--- src/rtl/wdt_pkg.sv ---
package wdt_pkg;

    // Operating state of the watchdog: frozen until armed by a write.
    typedef enum logic {
        WDT_STOPPED = 1'b0,
        WDT_RUNNING = 1'b1
    } wdt_state_e;

    // Events delivered to the period counter in a given cycle.
    typedef struct packed {
        logic refresh;  // software write to the start/refresh register
        logic tick;     // prescaler terminal count
    } wdt_evt_t;

    // Width needed to hold values 0..max_val.
    function automatic int unsigned wdt_width(input int unsigned max_val);
        return (max_val < 2) ? 1 : $clog2(max_val + 1);
    endfunction

endpackage

--- src/rtl/wdt_run_ctrl.sv ---
module wdt_run_ctrl
    import wdt_pkg::*;
(
    input  logic       clk,
    input  logic       rst,
    input  logic       refresh_i,
    output wdt_state_e state_o
);

    wdt_state_e state_q;

    always_ff @(posedge clk) begin
        if (rst) begin
            state_q <= WDT_STOPPED;
        end else if (refresh_i) begin
            state_q <= WDT_RUNNING;
        end
    end

    assign state_o = state_q;

    // Once armed, only reset may stop the watchdog.
    assert_run_sticky_R7: assert property (@(posedge clk) disable iff (rst)
        (state_q == WDT_RUNNING) |=> (state_q == WDT_RUNNING));

    // A write always leaves the block armed.
    assert_write_arms_R2: assert property (@(posedge clk) disable iff (rst)
        refresh_i |=> (state_q == WDT_RUNNING));

endmodule

--- src/rtl/wdt_prescaler.sv ---
module wdt_prescaler #(
    parameter int unsigned DIV = 16
) (
    input  logic clk,
    input  logic rst,
    input  logic en_i,
    output logic tick_o
);

    generate
        if (DIV <= 1) begin : g_bypass
            assign tick_o = en_i;
        end else begin : g_divide
            localparam int unsigned PW   = $clog2(DIV);
            localparam logic [PW-1:0] LAST = PW'(DIV - 1);

            logic [PW-1:0] phase_q;

            // Cleared only by reset; refresh writes never touch it.
            always_ff @(posedge clk) begin
                if (rst) begin
                    phase_q <= '0;
                end else if (en_i) begin
                    if (phase_q == LAST) begin
                        phase_q <= '0;
                    end else begin
                        phase_q <= phase_q + 1'b1;
                    end
                end
            end

            assign tick_o = en_i && (phase_q == LAST);

            // Frozen while the watchdog is stopped.
            assert_prescaler_frozen_R1: assert property (@(posedge clk) disable iff (rst)
                !en_i |=> $stable(phase_q));

            // Phase never leaves its legal range.
            assert_prescaler_range_R5: assert property (@(posedge clk) disable iff (rst)
                phase_q <= LAST);
        end
    endgenerate

endmodule

--- src/rtl/wdt_down_counter.sv ---
module wdt_down_counter
    import wdt_pkg::*;
#(
    parameter int unsigned PERIOD = 256
) (
    input  logic     clk,
    input  logic     rst,
    input  wdt_evt_t evt_i,
    output logic     irq_o
);

    localparam int unsigned CW = wdt_width(PERIOD);
    localparam logic [CW-1:0] RELOAD = CW'(PERIOD);

    logic [CW-1:0] remain_q;
    logic          irq_q;
    logic          expire;

    assign expire = evt_i.tick && (remain_q <= CW'(1));

    always_ff @(posedge clk) begin
        if (rst) begin
            remain_q <= RELOAD;
            irq_q    <= 1'b0;
        end else if (evt_i.refresh) begin
            // Refresh wins over a coincident expiry.
            remain_q <= RELOAD;
            irq_q    <= 1'b0;
        end else if (expire) begin
            remain_q <= RELOAD;
            irq_q    <= 1'b1;
        end else begin
            if (evt_i.tick) begin
                remain_q <= remain_q - 1'b1;
            end
            irq_q <= 1'b0;
        end
    end

    assign irq_o = irq_q;

    assert_irq_pulse_R3: assert property (@(posedge clk) disable iff (rst)
        irq_q |=> !irq_q);

    assert_reload_on_irq_R4: assert property (@(posedge clk) disable iff (rst)
        irq_q |-> (remain_q == RELOAD));

    assert_refresh_reload_R5: assert property (@(posedge clk) disable iff (rst)
        evt_i.refresh |=> (remain_q == RELOAD));

    assert_refresh_wins_R6: assert property (@(posedge clk) disable iff (rst)
        evt_i.refresh |=> !irq_q);

    assert_no_tick_no_irq_R1: assert property (@(posedge clk) disable iff (rst)
        !evt_i.tick |=> !irq_q);

endmodule

--- src/rtl/armed_watchdog.sv ---
module armed_watchdog
    import wdt_pkg::*;
#(
    parameter int unsigned PRESCALE_DIV = 16,
    parameter int unsigned PERIOD_TICKS = 256
) (
    input  logic clk,
    input  logic rst,
    input  logic refresh_we,
    output logic wdt_irq
);

    wdt_state_e state;
    logic       running;
    logic       tick;
    wdt_evt_t   evt;

    wdt_run_ctrl u_ctrl (
        .clk       (clk),
        .rst       (rst),
        .refresh_i (refresh_we),
        .state_o   (state)
    );

    assign running = (state == WDT_RUNNING);

    wdt_prescaler #(
        .DIV (PRESCALE_DIV)
    ) u_prescaler (
        .clk    (clk),
        .rst    (rst),
        .en_i   (running),
        .tick_o (tick)
    );

    assign evt.refresh = refresh_we;
    assign evt.tick    = tick;

    wdt_down_counter #(
        .PERIOD (PERIOD_TICKS)
    ) u_counter (
        .clk   (clk),
        .rst   (rst),
        .evt_i (evt),
        .irq_o (wdt_irq)
    );

    // A stopped watchdog never requests an interrupt next cycle.
    assert_stopped_quiet_R1: assert property (@(posedge clk) disable iff (rst)
        !running |=> !wdt_irq);

endmodule

--- config.mk ---
export PLATFORM = sky130hd
export DESIGN_NAME = armed_watchdog
export DESIGN_NICKNAME = d
export VERILOG_FILES = /design/src/rtl/wdt_pkg.sv /design/src/rtl/wdt_run_ctrl.sv /design/src/rtl/wdt_prescaler.sv /design/src/rtl/wdt_down_counter.sv /design/src/rtl/armed_watchdog.sv
export SDC_FILE = /design/constraint.sdc
export NUM_CORES = 1
export LEC_CHECK = 0
export CAP_MARGIN = 20
export CORE_MARGIN = 2
export CORE_UTILIZATION = 50
export CTS_BUF_LIST = sky130_fd_sc_hd__clkbuf_4
export DETAILED_ROUTE_END_ITERATION = 7
export GPL_ROUTABILITY_DRIVEN = 0
export PLACE_DENSITY_LB_ADDON = 0.1
export RECOVER_POWER = 50
export SLEW_MARGIN = 40
export SYNTH_ARGS = -nofsm -noshare
export SYNTH_HDL_FRONTEND = slang
export SYNTH_SLANG_ARGS = --single-unit
--- constraint.sdc ---
create_clock -name clk -period 2.1 [get_ports clk]
set_input_delay 0.315 -clock clk [delete_from_list [all_inputs] [get_ports clk]]
set_output_delay 0.315 -clock clk [all_outputs]
set_load 0.02 [all_outputs]
==> results of run 1 <==
-- layout make-up --
class	instances	area [um2]	area share
multi-input cells	55	416.7	0.4970
repair buffers	7	52.55	0.06269
clock buffers	4	30.03	0.03582
inverters	5	18.77	0.02239
flip-flops and latches	15	300.3	0.3582
well taps	16	20.02	0.02388
-- logic make-up after synthesis --
family | after synthesis | synth area share
and+or+nand+nor | 32 | 0.2668
muxes | 1 | 0.01309
DFF | 15 | 0.3928
AOI/OAI and AO/OA | 16 | 0.1866
adders and majority gates | 3 | 0.04911
buffers and inverters | 10 | 0.05728
xor gates and xnor gates | 3 | 0.03438
-- critical path: stages, from the launching register on --
cell and delay, ps:
dfxtp_1 370, or4_1 650, a2111oi_4 210, clkbuf_1 400, a2111oi_0 130
-- layout by cell type, fill, tap and decap left out, types with 3 or more instances in the layout --
cell type,synthesis,layout
or4_1,2,3
o31ai_1,3,3
a211oi_1,5,5
ha_1,3,3
nand4_1,3,3
dfxtp_1,15,15
clkbuf_4,0,4
nor2_1,6,6
inv_1,5,5
or3_1,3,3
nor3_1,3,3
-- cell usage after synthesis (all sizes together), types with 2 or more instances --
| master | instances |
|---|---|
| a2111oi | 2 |
| ha | 3 |
| or3 | 3 |
| o41ai | 2 |
| xor2 | 2 |
| nor2 | 6 |
| buf | 4 |
| inv | 5 |
| nand4b | 2 |
| or4 | 4 |
| or2 | 2 |
| nor3 | 3 |
| nand4 | 3 |
| a211oi | 6 |
| o31ai | 3 |
| dfxtp | 15 |
-- power groups by stage --
stage	clock, mW	combinational, mW	sequential, mW
after floorplan	0	0.0141	0.297
after global placement	0	0.0200	0.300
after detailed placement	0	0.0199	0.300
after CTS	0.182	0.0200	0.293
after global routing	0.196	0.0214	0.294
final	0.178	0.0190	0.293
-- sequential cells by signal, indices dropped and copies added, names as in the netlist --
signal and count:
u_counter.remain_q 9, u_prescaler.g_divide.phase_q 4, u_counter.irq_o 1, u_ctrl.state_o 1
-- through the flow --
step           utilization  std cells  setup slack [ps]  hold WS [ps]  cell area (um2)
2_1_floorplan            -         80             422.3         384.1            764.5
3_3_place_gp        0.5570         98             267.7         481.5            819.5
3_5_place_dp        0.5570         98             262.6         499.1            819.5
4_1_cts             0.5774        102             255.2         511.6            849.6
5_1_grt             0.5697        102             99.50         548.1            838.3
6_report            0.5697        102             211.2         512.2            838.3
-- routing by layer --
metal	routed length [um]	vias up	track usage
li1	-	314	-
met1	662	271	0.2126
met2	603	8	0.2507
met3	62	2	0.07660
met4	13	0	0.03636
met5	0	-	0
-- worst max path at each step --
stage	endpoint
global placement	u_counter.remain_q[8]$_SDFFE_PP1P_
detailed placement	u_counter.remain_q[8]$_SDFFE_PP1P_
global route	u_counter.remain_q[1]$_SDFFE_PP0P_
finish	u_counter.remain_q[1]$_SDFFE_PP0P_
floorplan	u_counter.remain_q[8]$_SDFFE_PP1P_
CTS	u_counter.remain_q[8]$_SDFFE_PP1P_
==> results.py, run 1 <==
metrics = {
    "setup_path": {
        "endpoint_kind": "register",
        "critPathMaxFanout": 10,
        "rr_startpoint": "u_counter.remain_q[3]$_SDFFE_PP0P_",
        "rrSetupSlack_ps": 210,
        "crit_start": "u_counter.remain_q[3]$_SDFFE_PP0P_",
        "worst_ep_arrival_time_ps": 2040,
        "crit_path_start_kind": "register",
        "path_class": "reg -> reg",
        "cp.required_ps": 2250,
        "reg2regPathDepth": 4,
        "rr_endpoint": "u_counter.remain_q[1]$_SDFFE_PP0P_",
    },
    "global_routing": {
        "grt_max_degree": 11,
        "grt_use_total": 0.1649,
        "grt_pass1_wl_um": 2297,
        "antenna_found_initial": 0,
        "grt.overflow.total": 0,
        "grt_pass1_vias": 547,
    },
    "die": {
        "coreArea_um2": 1471,
        "die_w_um": 43.10,
        "die_y_um": 43.10,
        "io_pins": 4,
        "fp-row-count": 14,
        "die_area_um2": 1858,
        "start_util": 0.5196,
    },
    "clock_tree": {
        "cts_setup_buffers": 0,
        "cts_hold_buf": 0,
        "clk_latency_ps": 280,
        "ctsResizeCount": 0,
        "root_buffer": "clkbuf_4",
        "clock-sinks": 15,
        "cts_htree_levels": 1,
        "cts_buffer_depth": 2,
        "numCtsBuffers": 3,
        "clk_pin_slew_ps": 90,
        "cts_tree": "yes",
    },
    "layout": {
        "drive_gt1_frac": 0.1395,
        "nets": 93,
        "fill_cells": 135,
        "antennaDiodeCount": 0,
        "area_delta_synth_final_pct": 9.656,
    },
    "yosys": {
        "avgSynthCellArea_um2": 9.556,
        "synth.area.top_cells": "dfxtp_1, a211oi_1, ha_1",
        "yosys_warnings": 0,
        "synth_nets": 86,
        "synth_ff_type": "dfxtp_1",
        "synthArstFlopShare": 0,
        "synth_seq_cells": 15,
        "netlist_area_um2": 764.5,
        "synth_edf_count": 0,
        "yosysSeqAreaShare": 0.3928,
        "synth_top_area_frac": 0.3928,
        "ys_types": 36,
        "synth_cells": 80,
        "yosys.area.top_type": "dfxtp_1",
    },
    "pwr": {
        "peakVddDrop_v": 0.0003604,
        "design_power_total_mw": 0.4907,
        "combPwrFrac": 0.039,
        "powerDensity_nw_per_um2": 585.3,
        "switching_share": 0.2145,
        "p_leak_nw": 0.2882,
        "seq_power_share": 0.598,
        "clockPowerShare": 0.364,
        "switchingPower_mw": 0.1052,
        "intPower_mw": 0.3854,
    },
    "placement": {
        "hpwl_um": 979.3,
        "portBuffers": 3,
    },
    "detailed_routing": {
        "viasPerCell": 5.833,
        "vias": 595,
        "drtIter0Drc": 9,
        "wl_um": 1341,
        "drt.antenna.violating_nets": 0,
        "drt_first_pass_iters": 4,
        "drc": 0,
        "post_drt_wl_per_cell_um": 13.15,
    },
    "sta": {
        "hold_viol": 0,
        "clock_skew_ps": 0.2939,
        "fmax_mhz": 529.4,
        "rsz0062_at_grt": "false",
        "fin_crit_ps": 1889,
        "slew_viol_final": 0,
        "setup_violations": 0,
        "finalSetupTns_ps": 0,
        "post-route-period-util": 0.8994,
        "worstMarginPinSlew_ps": 520.2,
        "slew_headroom": 0.6500,
    },
    "hold_path": {
        "worstHoldPathType": "reg -> reg",
        "holdPathEnd": "u_counter.remain_q[5]$_SDFFE_PP0P_",
        "hold_depth": 2,
        "min-delay-start": "u_counter.remain_q[5]$_SDFFE_PP0P_",
    },
    "run": {
        "maxCapViolCount": 0,
    },
    "outcome": {
        "status": "finished clean",
    },
}
Note: power is estimated with default switching activity, not from simulation.
==> run 2: changes to the inputs <==
--- a/config.mk
+++ b/config.mk
@@ -17,3 +17,4 @@
 export SYNTH_ARGS = -nofsm -noshare
 export SYNTH_HDL_FRONTEND = slang
 export SYNTH_SLANG_ARGS = --single-unit
+export TNS_END_PERCENT = 100
==> results of run 2 <==
Same layout as run 1: the final DEF is identical, and so are final timing and power.
